$ cat config.mk
export PLATFORM = sky130hd
export DESIGN_NAME = hostlink_mailbox
export DESIGN_NICKNAME = d
export VERILOG_FILES = /design/src/rtl/hl_mbox_pkg.sv /design/src/rtl/hl_addr_map.sv /design/src/rtl/hl_cmd_decode.sv /design/src/rtl/hl_read_mux.sv /design/src/rtl/hostlink_mailbox.sv
export SDC_FILE = /design/constraint.sdc
export NUM_CORES = 1
export LEC_CHECK = 0
export BUFFER_PORTS_ARGS = -buffer_cell sky130_fd_sc_hd__buf_2
export CAP_MARGIN = 0
export CORE_MARGIN = 3
export CORE_UTILIZATION = 50
export CTS_CLUSTER_SIZE = 28
export DETAILED_ROUTE_END_ITERATION = 6
export MAX_ROUTING_LAYER = met4
export PLACE_DENSITY = 0.83
export SLEW_MARGIN = 40
export SYNTH_ARGS = -nofsm -noshare
export SYNTH_HDL_FRONTEND = slang
export SYNTH_HIERARCHICAL = 1
export SYNTH_SLANG_ARGS = --single-unit
$ cat constraint.sdc
create_clock -name clk -period 4.7 [get_ports clk]
set_clock_uncertainty 0.05 [all_clocks]
set_input_delay 0.94 -clock clk [delete_from_list [all_inputs] [get_ports clk]]
set_output_delay 0.94 -clock clk [all_outputs]
set_load 0.1 [all_outputs]
$ cat src/rtl/hl_mbox_pkg.sv
package hl_mbox_pkg;

    localparam int WORD_W = 32;
    localparam int MBOX_W = 64;
    localparam int DEV_W  = 8;
    localparam int CODE_W = 8;
    localparam int PAY_W  = 48;
    localparam int EXIT_W = PAY_W - 1;
    localparam int TAG_W  = MBOX_W - PAY_W;
    localparam int CHAR_W = 8;

    // register windows, in the order the address map generates them
    localparam int NWIN       = 4;
    localparam int WIN_CMD_LO = 0;
    localparam int WIN_CMD_HI = 1;
    localparam int WIN_RSP_LO = 2;
    localparam int WIN_RSP_HI = 3;

    localparam logic [DEV_W-1:0]  DEV_CTRL  = 8'd0;
    localparam logic [DEV_W-1:0]  DEV_CONS  = 8'd1;
    localparam logic [CODE_W-1:0] CODE_EXIT = 8'd0;
    localparam logic [CODE_W-1:0] CODE_GET  = 8'd0;
    localparam logic [CODE_W-1:0] CODE_PUT  = 8'd1;

    // 0x100 OR a character, widened to the reply field
    localparam logic [PAY_W-1:0] REPLY_MARK = PAY_W'(9'h100);

    typedef struct packed {
        logic              pend;
        logic              exit_fire;
        logic              cons_fire;
        logic [PAY_W-1:0]  reply;
        logic [EXIT_W-1:0] code;
        logic [CHAR_W-1:0] ch;
    } dec_t;

    typedef struct packed {
        logic [MBOX_W-1:0] cmd;
        logic [MBOX_W-1:0] rsp;
        logic [TAG_W-1:0]  pend_tag;
        logic              allow;
        logic              exit_v;
        logic [EXIT_W-1:0] exit_code;
        logic              cons_v;
        logic [CHAR_W-1:0] cons_byte;
    } state_t;

endpackage

$ cat src/rtl/hl_addr_map.sv
module hl_addr_map
    import hl_mbox_pkg::*;
#(
    parameter int                ADDR_W   = 8,
    parameter logic [ADDR_W-1:0] CMD_BASE = 'h00,
    parameter logic [ADDR_W-1:0] RSP_BASE = 'h08
) (
    input  logic [ADDR_W-1:0] addr,
    output logic [NWIN-1:0]   hit
);

    for (genvar i = 0; i < NWIN; i++) begin : g_win
        localparam logic [ADDR_W-1:0] BASE = (i < 2) ? CMD_BASE : RSP_BASE;
        localparam logic [ADDR_W-1:0] WADR = BASE + ADDR_W'((i % 2) * 4);
        assign hit[i] = (addr == WADR);
    end

endmodule

$ cat src/rtl/hl_cmd_decode.sv
module hl_cmd_decode
    import hl_mbox_pkg::*;
(
    input  logic [MBOX_W-1:0] cmd,
    output dec_t              dec
);

    logic [DEV_W-1:0]  dev;
    logic [CODE_W-1:0] code;
    logic [PAY_W-1:0]  pay;

    assign dev  = cmd[MBOX_W-1 -: DEV_W];
    assign code = cmd[MBOX_W-DEV_W-1 -: CODE_W];
    assign pay  = cmd[PAY_W-1:0];

    always_comb begin
        dec      = '0;
        dec.code = pay[PAY_W-1:1];
        dec.ch   = pay[CHAR_W-1:0];
        if (dev == DEV_CTRL && code == CODE_EXIT) begin
            dec.exit_fire = pay[0];
        end else if (dev == DEV_CONS && code == CODE_PUT) begin
            dec.cons_fire = 1'b1;
            dec.reply     = REPLY_MARK | PAY_W'(pay[CHAR_W-1:0]);
        end else if (dev == DEV_CONS && code == CODE_GET) begin
            dec.pend = 1'b1;
        end
    end

endmodule

$ cat src/rtl/hl_read_mux.sv
module hl_read_mux
    import hl_mbox_pkg::*;
(
    input  logic [NWIN-1:0]   hit,
    input  logic [MBOX_W-1:0] cmd,
    input  logic [MBOX_W-1:0] rsp,
    output logic [WORD_W-1:0] rdata
);

    always_comb begin
        rdata = '0;
        if (hit[WIN_CMD_LO]) rdata = cmd[WORD_W-1:0];
        if (hit[WIN_CMD_HI]) rdata = cmd[MBOX_W-1:WORD_W];
        if (hit[WIN_RSP_LO]) rdata = rsp[WORD_W-1:0];
        if (hit[WIN_RSP_HI]) rdata = rsp[MBOX_W-1:WORD_W];
    end

endmodule

$ cat src/rtl/hostlink_mailbox.sv
module hostlink_mailbox
    import hl_mbox_pkg::*;
#(
    parameter int                ADDR_W   = 8,
    parameter logic [ADDR_W-1:0] CMD_BASE = 'h00,
    parameter logic [ADDR_W-1:0] RSP_BASE = 'h08
) (
    input  logic              clk,
    input  logic              rst_n,
    input  logic              reg_we,
    input  logic [ADDR_W-1:0] reg_addr,
    input  logic [31:0]       reg_wdata,
    output logic [31:0]       reg_rdata,
    input  logic              rx_valid,
    input  logic [7:0]        rx_byte,
    output logic              exit_valid,
    output logic [46:0]       exit_code,
    output logic              cons_valid,
    output logic [7:0]        cons_byte
);

    state_t            q;
    state_t            d;
    logic [NWIN-1:0]   hit;
    logic [MBOX_W-1:0] full_cmd;
    dec_t              dec;

    hl_addr_map #(
        .ADDR_W   (ADDR_W),
        .CMD_BASE (CMD_BASE),
        .RSP_BASE (RSP_BASE)
    ) u_map (
        .addr (reg_addr),
        .hit  (hit)
    );

    // command as it stands once the high word is merged in
    assign full_cmd = q.cmd | {reg_wdata, {WORD_W{1'b0}}};

    hl_cmd_decode u_dec (
        .cmd (full_cmd),
        .dec (dec)
    );

    hl_read_mux u_rd (
        .hit   (hit),
        .cmd   (q.cmd),
        .rsp   (q.rsp),
        .rdata (reg_rdata)
    );

    always_comb begin
        d        = q;
        d.exit_v = 1'b0;
        d.cons_v = 1'b0;

        // console receive first, so a bus write in the same cycle lands on top
        if (rx_valid) begin
            d.rsp = {q.pend_tag, REPLY_MARK | PAY_W'(rx_byte)};
        end

        if (reg_we) begin
            if (hit[WIN_CMD_LO]) begin
                if (q.cmd == '0) begin
                    d.allow = 1'b1;
                    d.cmd   = {{WORD_W{1'b0}}, reg_wdata};
                end else begin
                    d.allow = 1'b0;
                end
            end

            if (hit[WIN_CMD_HI] && q.allow) begin
                d.cmd = '0;
                if (dec.pend) begin
                    d.pend_tag = full_cmd[MBOX_W-1:PAY_W];
                end else begin
                    d.rsp    = {full_cmd[MBOX_W-1:PAY_W], dec.reply};
                    d.exit_v = dec.exit_fire;
                    d.cons_v = dec.cons_fire;
                    if (dec.exit_fire) d.exit_code = dec.code;
                    if (dec.cons_fire) d.cons_byte = dec.ch;
                end
            end

            if (hit[WIN_RSP_LO]) begin
                d.rsp = {{WORD_W{1'b0}}, reg_wdata};
            end
            if (hit[WIN_RSP_HI]) begin
                d.rsp = d.rsp | {reg_wdata, {WORD_W{1'b0}}};
            end
        end
    end

    always_ff @(posedge clk) begin
        if (!rst_n) begin
            q <= '0;
        end else begin
            q <= d;
        end
    end

    assign exit_valid = q.exit_v;
    assign exit_code  = q.exit_code;
    assign cons_valid = q.cons_v;
    assign cons_byte  = q.cons_byte;

endmodule

Yosys cells after proc, flatten, opt, wreduce, memory -nomap -nowiden --
Cells that the tools add are included.
Storage, ports and cells: flip-flop bits (word level) 202, input bits 52, word-level logic and storage cells 61
Cells by class: equal/unequal tests 5, muxes and demuxes 26, bitwise logic cells 6, reduce and logical (&&, ||, !) cells 16
Operator list (count):
- $mux W64 | 7
- $mux W144 | 1
- $mux W138 | 1
- $mux W32 | 4
- $or A64 B64 Y64 | 2
- $mux W57 | 2
- $mux W49 | 2
- $logic_not A64 Y1 | 1
- $mux W47 | 1
- $logic_not A8 Y1 | 3
- $eq A8 B1 Y1 const B | 2
- $eq A8 B4 Y1 const B | 2
- $mux W16 | 1
- $eq A8 B3 Y1 const B | 1
- $mux W8 | 1
- $reduce_and A4 Y1 | 2
- $mux W1 | 6
- $reduce_and A3 Y1 | 2
- $logic_and A1 B1 Y1 | 4
- $not A1 Y1 | 4
- $reduce_bool A2 Y1 | 2
- $reduce_or A4 Y1 | 1
- $reduce_and A2 Y1 | 1

Longest topological paths before layout --
Gate-level depths: netlist of run 1.
word-level depth 13, gate-level depth with buffers 10, mapped depth without buffers 7

Hierarchy --
The synthesis of run 1 kept the hierarchy.
Modules (own cells, without submodules):
- hostlink_mailbox | instances 1, cells an instance 765, area each 7111.8 sq um, seq. area each 3403.3 sq um
- hl_read_mux | instances 1, cells an instance 119, area each 948.4 sq um, seq. area each 0.0 sq um
- hl_cmd_decode | instances 1, cells an instance 115, area each 857.1 sq um, seq. area each 0.0 sq um
- hl_addr_map | instances 1, cells an instance 9, area each 57.6 sq um, seq. area each 0.0 sq um

Least setup slack after synthesis of run 1 --
Ideal clock, no wire load.
path type input-to-output, start point in reg_addr[1], end point out reg_rdata[0], arrival time 4151 ps, slack -441 ps, stages 5, path buffers 1, cells stage by stage or4_4 > nor4_1 > nor2_2 > buf_2 > a21oi_1
On the way: elaborated cells between the ends (all ways) 8
RTL lines:
- start: declaration | RTL line hostlink_mailbox.sv:11 | input logic [ADDR_W-1:0] reg_addr,
- $eq A8 B4 Y1 | RTL line hl_addr_map.sv:15 | assign hit[i] = (addr == WADR);
- via hit[2] | RTL line hostlink_mailbox.sv:24 | logic [NWIN-1:0] hit;
- $mux W32 | RTL line hl_read_mux.sv:14 | if (hit[WIN_RSP_LO]) rdata = rsp[WORD_W-1:0];
- $mux W32 | RTL line hl_read_mux.sv:15 | if (hit[WIN_RSP_HI]) rdata = rsp[MBOX_W-1:WORD_W];
- end: declaration | RTL line hostlink_mailbox.sv:13 | output logic [31:0] reg_rdata,
The timed path passes the listed nets, and every way through them passes these cells.

Worst setup path after layout of run 1 --
start point in reg_addr[1], end point out reg_rdata[0]
On the way: elaborated cells between the ends (all ways) 8
RTL lines (RTL line):
- $eq A8 B4 Y1 | hl_addr_map.sv:15
- via hit[3] | hostlink_mailbox.sv:24
- $mux W32 | hl_read_mux.sv:15
The timed path passes the listed nets, and every way through them passes these cells.

==> impl_metrics.json, run 1 <==
{
  "status": "complete, no violations",
  "seq_area_frac_synth_pct": 37.92,
  "antenna_left": 0,
  "gp_congestion": 0.8582,
  "avgSynthCellArea_um2": 8.904,
  "grt_max_degree": 59,
  "io_buffers": 140,
  "final_util_pct": 56.72,
  "cp.required_ns": 3.71,
  "period_needed_ns": 4.360,
  "route.detailed.drc": 0,
  "track_usage_pct": 25.50,
  "io_pins": 141,
  "grt_pass1_vias": 7182,
  "maxCapViolCount": 0,
  "power_frac_comb_pct": 5.4,
  "netSwitchingFraction_pct": 22.77,
  "dr.pass1.iters": 5,
  "fp.dieH_um": 140.0,
  "clkTransAtPathRegs_ns": 0.06,
  "endpoint_kind": "primary output",
  "drtIter0Drc": 793,
  "pwr-share-seq_pct": 47.0,
  "synth_top_area_cell": "dfxtp_1",
  "switching_power_mw": 0.7024,
  "muxShareOfSynthArea_pct": 3.680,
  "drt-total-wl_um": 24550,
  "synth_top_family_by_area": "compound AO/OA/AOI/OAI gates",
  "synthTopCellsByCount": "dfxtp_1, buf_4, nand2_1, a21boi_0, o22ai_1",
  "finalNetCount": 1079,
  "start_util_pct": 51.53,
  "rsz0062_at_grt": "false",
  "cts_setup_buffers": 0,
  "timing.fmax_ghz": 0.2294,
  "critPathKind": "primary input to primary output",
  "post_cts_resized": 0,
  "hp-class": "flop to flop",
  "design.die.area_um2": 19590,
  "finalSetupTns_ns": 0,
  "finalSetupViolations": 0,
  "overflow": 0,
  "r2r_cells": 5,
  "yosysWarningCount": 6,
  "ir_worst_vdd_uv": 253.8,
  "final_max_slew_viol_count": 0,
  "slew_headroom_pct": 51.70,
  "routedWlPerCell_um": 19.40,
  "syn_to_final_growth_pct": 10.08,
  "critPathMaxFanout": 31,
  "p_leak_nw": 3.886,
  "worst_setup_path_start_kind": "primary input",
  "critPathArrivalTime_ns": 3.37,
  "die-width_um": 140.0,
  "p_clk_share_pct": 47.7,
  "tightest_slew_ns": 0.7234,
  "synth_ff_type": "dfxtp_1",
  "antenna_found_initial": 1,
  "fill_cells": 1509,
  "clock-root-buffer": "clkbuf_16",
  "netlist.area_leader.share_pct": 37.92,
  "cts_tree": "built",
  "vias": 7425,
  "clock_sinks": 170,
  "async_reset_ff_share_pct": 0,
  "place_hpwl_um": 16120,
  "synth-compound-area-share_pct": 27.59,
  "synthSimpleGateAreaFrac_pct": 13.59,
  "num_rows": 48,
  "hold_viol": 0,
  "vias_per_cell": 5.870,
  "hold_slack_ns": 0.4081,
  "synth_edf_count": 0,
  "clk_latency_ns": 0.43,
  "core_area_um2": 17420,
  "ys_seq_elements": 170,
  "p_per_area_nw_per_um2": 312.3,
  "synth_cells": 1008,
  "synthXorXnorAreaFrac_pct": 0,
  "intPower_mw": 2.383,
  "syn_area_um2": 8975,
  "cts_hold_buf": 0,
  "drive_above_1_share_pct": 24.64,
  "cts_made_buffers": 17,
  "htreeDepth": 4,
  "ys_top_cells_by_area": "dfxtp_1, buf_4, nand2_1",
  "synthAdderAreaFrac_pct": 0,
  "clock_path_buffers": 2,
  "fin_crit_sh_pct": 92.77,
  "holdPathStages": 2,
  "synth_cell_types": 54,
  "yosysMostFrequentCell": "dfxtp_1",
  "grt_pass1_wl_um": 39320
}
==> registers in the layout, indices dropped and copies added, names as in the netlist <==
register / flops
cons_valid: 1
exit_valid: 1
q: 113
cons_byte: 8
exit_code: 47
==> layer usage <==
metal	vias to the layer above	global-route usage [%]	routed length [um]
met5	-	-	0
met4	0	10.30	701
met3	64	6.180	2224
met2	398	39.35	11630
met1	3548	32.29	9993
li1	3415	-	-
==> through the flow <==
stage                     setup WS (ns)  area, um^2  cells  total power [mW]
after detailed placement         0.3850        9266   1233             1.640
final                            0.3399        9879   1265             3.085
after floorplan                 -0.4413        9234   1077             1.604
after global routing             0.2202        9879   1265             3.164
after global placement           0.4514        9224   1231             1.639
after CTS                        0.3752        9872   1264             3.086
==> final timing paths <==
kind | from | endpoint | slack [ns]
worst max register to register | q[153] | q[164] | 2.32
worst min-delay path | exit_code[41] | exit_code[41] | 0.41
worst max-delay path | reg_addr[1] | reg_rdata[0] | 0.34
worst min register to register | exit_code[41] | exit_code[41] | 0.41
==> power by group through the flow <==
stage	sequential (mW)	clock (mW)	combinational [mW]
floorplan	1.48	0	0.123
global placement	1.48	0	0.157
detailed placement	1.48	0	0.159
CTS	1.45	1.48	0.161
global route	1.45	1.54	0.176
finish	1.45	1.47	0.166
==> critical path, stage by stage <==
cell and delay [ns]:
buf_2 0.10, or4_4 0.56, nor4_2 0.35, buf_12 0.21, nand2b_4 0.43, o22ai_1 0.15
a21oi_1 0.17, buf_2 0.45
==> placed cells by master, fill, tap and decap left out, drive strengths merged, types with 3 or more instances in the layout <==
cell     netlist  layout
dfxtp        170     170
buf          189     160
nand2        132     132
conb           2      71
a21boi        64      64
o22ai         63      63
a21oi         62      62
a22oi         46      46
o2bb2ai       32      32
a22o          32      32
nor2b         32      32
o21ai         32      32
and2          25      25
mux2i         24      24
clkbuf        40      18
nor4          13      13
mux2           8       8
clkinv         0       8
nand3          5       5
bufinv         0       4
nor2           4       4
inv            3       4
nand4          3       3
and4           3       3
nand2b         3       3
==> logic make-up (layout without fill, tap and decap cells) <==
logic type / after synthesis / after routing
AO/OA/AOI/OAI: 337 / 337
buffers and inverters: 232 / 194
flip-flops: 170 / 170
multiplexers: 32 / 32
other: 2 / 72
AND/OR/NAND/NOR: 235 / 235
==> area by class of cell <==
type / instances / area, um^2 / share of cell area [%]
Tap cell: 225 / 281.5 / 2.850
Antenna cell: 1 / 2.502 / 0.02533
Clock inverter: 13 / 176.4 / 1.786
Sequential cell: 170 / 3403 / 34.45
Inverter: 3 / 11.26 / 0.1140
Timing Repair Buffer: 160 / 1256 / 12.72
Multi-Input combinational cell: 675 / 4319 / 43.72
Clock buffer: 18 / 429.2 / 4.344
Note: power is estimated with default switching activity, not from simulation.
==> run 2, diff against run 1 <==
--- a/config.mk
+++ b/config.mk
@@ -11,6 +11,8 @@
 export CORE_UTILIZATION = 50
 export CTS_CLUSTER_SIZE = 28
 export DETAILED_ROUTE_END_ITERATION = 6
+export GPL_ROUTABILITY_DRIVEN = 0
+export GPL_TIMING_DRIVEN = 0
 export MAX_ROUTING_LAYER = met4
 export PLACE_DENSITY = 0.83
 export SLEW_MARGIN = 40
==> run 2 against run 1 <==
Net effect:
- sequential share of layout area decreased by 2.8 points
- maximum frequency fell by 5.8%
- register-to-register slack about the same
- setup slack worse by 0.27 ns
- first-iteration DRC count increased by 0.25%
- via count rose by 9.6%
- combinational power is 23% higher
- clock-buffer cell count rose by 6
- largest power group is now registers
- highest routed layer unchanged
==> impl_metrics.json, run 2 (synthesis results as in run 1) <==
{
  "grtUsageMet3_pct": 5.224,
  "critPathMaxFanout": 10,
  "hp-class": "flop to flop",
  "critPathKind": "primary input to primary output",
  "die-width_um": 140.0,
  "min-delay-start": "exit_code[21]",
  "multi_input_area_um2": 4314,
  "finalSetupViolations": 0,
  "hold_slack_ns": 0.4113,
  "clock_sinks": 170,
  "period_needed_ns": 4.628,
  "antenna_found_initial": 1,
  "io_buffers": 137,
  "grt_pass1_wl_um": 41010,
  "vias": 8136,
  "routedWlPerCell_um": 17.91,
  "drt-total-wl_um": 26300,
  "worst_setup_path_start_kind": "primary input",
  "top_usage_layer": "met2",
  "drive_above_1_share_pct": 32.93,
  "grt_max_degree": 17,
  "clock_path_buffers": 2,
  "slew_headroom_pct": 48.33,
  "design.die.area_um2": 19590,
  "worstReg2RegEnd": "q[145]",
  "crit_start": "reg_addr[1]",
  "final_max_slew_viol_count": 0,
  "final_cell_mix": "dfxtp_1, buf_2, buf_4, nand2_1, conb_1",
  "syn_to_final_growth_pct": 19.85,
  "tightest_slew_ns": 0.7686,
  "finalNetCount": 1285,
  "clk_latency_ns": 0.44,
  "ir_worst_vdd_uv": 276.4,
  "cp_cell_sequence": "buf_2 -> or4_4 -> nor4_2 -> nand2b_4 -> buf_4 -> o22ai_1 -> a21oi_1 -> buf_2",
  "r2r_start": "q[153]",
  "cp.required_ns": 3.71,
  "core_area_um2": 17420,
  "timing.fmax_ghz": 0.2161,
  "holdPathStages": 2,
  "seqCellArea_um2": 3403,
  "antenna_left": 0,
  "clock-root-buffer": "clkbuf_16",
  "met2_usage_pct": 41.93,
  "final_util_pct": 61.76,
  "r2r_cells": 5,
  "endpoint_kind": "primary output",
  "overflow": 0,
  "fin_crit_sh_pct": 98.47,
  "critPathArrivalTime_ns": 3.64,
  "cts_setup_buffers": 0,
  "grt_pass1_vias": 7732,
  "dr.pass1.iters": 6,
  "place_hpwl_um": 18760,
  "crit_family": "simple AND/OR/NAND/NOR gates",
  "num_rows": 48,
  "p_leak_nw": 4.680,
  "rrSetupSlack_ns": 2.32,
  "htreeDepth": 4,
  "route.detailed.drc": 0,
  "clkTransAtPathRegs_ns": 0.06,
  "maxCapViolCount": 0,
  "fp.dieH_um": 140.0,
  "rsz0062_at_grt": "false",
  "cts_made_buffers": 17,
  "holdPathEnd": "exit_code[21]",
  "critPathBufInv": 3,
  "status": "complete, no violations",
  "post_cts_resized": 0,
  "drtIter0Drc": 795,
  "top_register": "q",
  "critPathMaxStageDelay_ns": 0.67,
  "final_common_cell": "dfxtp_1",
  "io_pins": 141,
  "use_met1_pct": 34.98,
  "cts_hold_buf": 0,
  "path_common_cell": "buf_2",
  "hold_viol": 0,
  "crit_path_top_delay_cell": "nor4_2",
  "cts_tree": "built",
  "track_usage_pct": 27.02,
  "vias_per_cell": 5.542,
  "p_per_area_nw_per_um2": 278.1,
  "largest_reg_flops": 113,
  "fill_cells": 1484,
  "start_util_pct": 51.53,
  "fin_total_pwr_mw": 2.992
}
run 2: routing by layer:
metal  vias to the layer above  share of wire [%]  wire [um]
met3                        60                8.1       2126
met1                      3867                 42      11070
met4                         0                2.9        757
met2                       386                 47      12340
met5                         -                  0          0
li1                       3823                  -          -
run 2: how the worst max path moves through the flow:
stage	endpoint	depth (start not counted)
after global placement	reg_rdata[31]	7
after detailed placement	reg_rdata[31]	7
final	reg_rdata[31]	8
after CTS	reg_rdata[31]	7
after floorplan	reg_rdata[0]	5
after global routing	reg_rdata[0]	8
run 2: stage by stage:
stage / cells / setup slack (ns) / setup TNS (ns) / cell area (um^2)
2_1_floorplan: 1077 / -0.4413 / -1.587 / 9234
3_3_place_gp: 1439 / -0.3110 / -4.284 / 10200
6_report: 1468 / 0.07168 / 0 / 10760
5_1_grt: 1468 / 0.06160 / 0 / 10760
4_1_cts: 1467 / 0.1582 / 0 / 10750
3_5_place_dp: 1439 / 0.1755 / 0 / 10210
run 2: power by group:
part	switching, mW	internal [mW]
sequential	0.00326	1.45
combinational	0.125	0.0786
clock	0.555	0.783
total	0.684	2.31
run 2: cell type report:
type / instances / area share, %
tap: 225 / 2.617
clock buffer: 24 / 4.292
sequential: 170 / 31.64
antenna: 1 / 0.02326
timing repair buffer: 137 / 6.374
multi-input combinational: 675 / 40.11
buffer: 229 / 14.19
inverter: 3 / 0.1047
clock inverter: 4 / 0.6514
run 2: worst register-to-register path: stages, from the launching register on:
cell	delay, ns
dfxtp_1	0.41
nor4_1	0.55
nand4_1	0.34
nor4_4	0.47
buf_2	0.35
a22o_1	0.17
==> run 3, diff against run 2 <==
--- a/config.mk
+++ b/config.mk
@@ -5,13 +5,12 @@
 export SDC_FILE = /design/constraint.sdc
 export NUM_CORES = 1
 export LEC_CHECK = 0
-export BUFFER_PORTS_ARGS = -buffer_cell sky130_fd_sc_hd__buf_2
+export BUFFER_PORTS_ARGS = -buffer_cell sky130_fd_sc_hd__buf_4
 export CAP_MARGIN = 0
 export CORE_MARGIN = 3
 export CORE_UTILIZATION = 50
 export CTS_CLUSTER_SIZE = 28
 export DETAILED_ROUTE_END_ITERATION = 6
-export GPL_ROUTABILITY_DRIVEN = 0
 export GPL_TIMING_DRIVEN = 0
 export MAX_ROUTING_LAYER = met4
 export PLACE_DENSITY = 0.83
==> run 3 against run 2 <==
Net effect:
- clock-buffer cell count fell by 4
- global-route usage rose by 0.20 points
- sequential share of layout area fell by 1.1 points
- worst hold slack improved by 0.0019 ns
- flip-flop and latch count did not move
- first-iteration DRC count rose by 14%
- largest cell class unchanged
==> impl_metrics.json, run 3 (synthesis results as in run 1) <==
{
  "grt_pass1_wl_um": 41570,
  "path_common_cell": "buf_4",
  "slew_headroom_pct": 48.53,
  "clk_latency_ns": 0.43,
  "drtIter0Drc": 909,
  "r2r_cells": 5,
  "status": "complete, no violations",
  "grt_pass1_vias": 7631,
  "final_cell_area_um2": 11150,
  "final_cell_mix": "buf_4, dfxtp_1, nand2_1, conb_1",
  "p_leak_nw": 4.721,
  "cts_hold_buf": 0,
  "insertedDiodeCount": 0,
  "switching_power_mw": 0.7327,
  "cts_made_buffers": 17,
  "hp-class": "flop to flop",
  "antenna_left": 0,
  "rsz0062_at_grt": "false",
  "fp.dieH_um": 140.0,
  "cts_setup_buffers": 0,
  "grt_max_degree": 17,
  "critPathArrivalTime_ns": 3.52,
  "place_area_um2": 10560,
  "fin_crit_sh_pct": 96.03,
  "dr.pass1.iters": 6,
  "critPathKind": "primary input to primary output",
  "cp.required_ns": 3.71,
  "p_per_area_nw_per_um2": 273.2,
  "critPathMaxFanout": 10,
  "crit_start": "reg_addr[1]",
  "clock-root-buffer": "clkbuf_16",
  "route.detailed.drc": 0,
  "final_common_cell": "buf_4",
  "overflow": 0,
  "io_pins": 141,
  "syn_to_final_growth_pct": 24.22,
  "fin_total_pwr_mw": 3.046,
  "drive_above_1_share_pct": 33.63,
  "min-delay-start": "exit_code[26]",
  "io_buffers": 137,
  "track_usage_pct": 27.22,
  "period_needed_ns": 4.513,
  "clock_path_buffers": 2,
  "die-width_um": 140.0,
  "drt-total-wl_um": 26330,
  "crit_path_top_delay_cell": "nor4_2",
  "core_area_um2": 17420,
  "maxCapViolCount": 0,
  "vias": 8052,
  "place_hpwl_um": 18920,
  "post_cts_resized": 0,
  "holdPathStages": 2,
  "finalNetCount": 1285,
  "top_register": "q",
  "clock_sinks": 170,
  "largest_reg_flops": 113,
  "worst_setup_path_start_kind": "primary input",
  "antenna_found_initial": 0,
  "num_rows": 48,
  "timing.fmax_ghz": 0.2216,
  "clkTransAtPathRegs_ns": 0.06,
  "ir_worst_vdd_uv": 251.1,
  "pwr-share-seq_pct": 47.6,
  "final_max_slew_viol_count": 0,
  "start_util_pct": 51.53,
  "power_frac_comb_pct": 7.1,
  "netSwitchingFraction_pct": 24.05,
  "hold_viol": 0,
  "routedWlPerCell_um": 17.90,
  "tightest_slew_ns": 0.7657,
  "endpoint_kind": "primary output",
  "r2r_start": "q[153]",
  "intPower_mw": 2.313,
  "p_clk_share_pct": 45.3,
  "critPathMaxStageDelay_ns": 0.67,
  "cts_tree": "built",
  "htreeDepth": 4,
  "cp_cell_sequence": "buf_4 -> or4_4 -> nor4_2 -> nand2b_4 -> buf_4 -> o22ai_1 -> a21oi_1 -> buf_4",
  "design.die.area_um2": 19590,
  "finalSetupViolations": 0,
  "gp_congestion": 0.9122,
  "vias_per_cell": 5.474
}
[run 3: cell types whose count changed in the layout (fill, tap and decap cells not counted), sizes merged]
| cell | delta |
|---|---|
| diode | -1 |
| clkbuf | -4 |
| inv | +2 |
| clkinvlp | +5 |
| clkinv | +2 |
| bufinv | -1 |
[run 3: critical path: cells and delay by family]
kind / cells / cell delay, ns
AOI/OAI and AO/OA: 2 / 0.40
buffers and inverters: 3 / 0.66
and+or+nand+nor: 3 / 1.53
[run 3: worst paths after layout]
kind	to	slack (ns)
max	reg_rdata[31]	0.19
min	exit_code[26]	0.41
max reg2reg	q[149]	2.30
min reg2reg	exit_code[26]	0.41
[run 3: layout make-up]
type	instances	area (um^2)
well taps	225	281.5
repair buffers	137	1028
multi-input cells	675	4314
plain buffers	229	1526
clock inverters	12	116.4
flip-flops and latches	170	3403
clock buffers	20	466.7
inverters	3	11.26
fillers	1435	6269
[run 3: per-stage QoR]
step / utilization [%] / TNS [ns] / hold slack [ns] / std cells / worst slack (ns)
6_report: 64.01 / 0 / 0.4131 / 1471 / 0.1866
4_1_cts: 63.96 / 0 / 0.4162 / 1471 / 0.2166
2_1_floorplan: - / -1.587 / 0.3833 / 1077 / -0.4413
5_1_grt: 64.01 / 0 / 0.4248 / 1471 / 0.1736
3_5_place_dp: 60.61 / 0 / 0.3991 / 1439 / 0.2288
3_3_place_gp: 60.54 / -0.7218 / 0.3965 / 1439 / -0.1869
[run 3: per-layer routing]
| metal | part of all wire, % | global-route usage (%) | up-vias |
|---|---|---|---|
| met5 | 0 | - | - |
| met1 | 42 | 35.53 | 3761 |
| met2 | 47 | 41.91 | 401 |
| met3 | 8.9 | 6.145 | 69 |
| met4 | 3.0 | 9.281 | 0 |
| li1 | - | - | 3821 |
[run 3: power by group through the flow]
stage / logic [mW] / clock network [mW] / registers, mW
3_3_place_gp: 0.208 / 0 / 1.48
2_1_floorplan: 0.123 / 0 / 1.48
4_1_cts: 0.210 / 1.39 / 1.45
5_1_grt: 0.231 / 1.45 / 1.45
3_5_place_dp: 0.210 / 0 / 1.48
6_report: 0.217 / 1.38 / 1.45
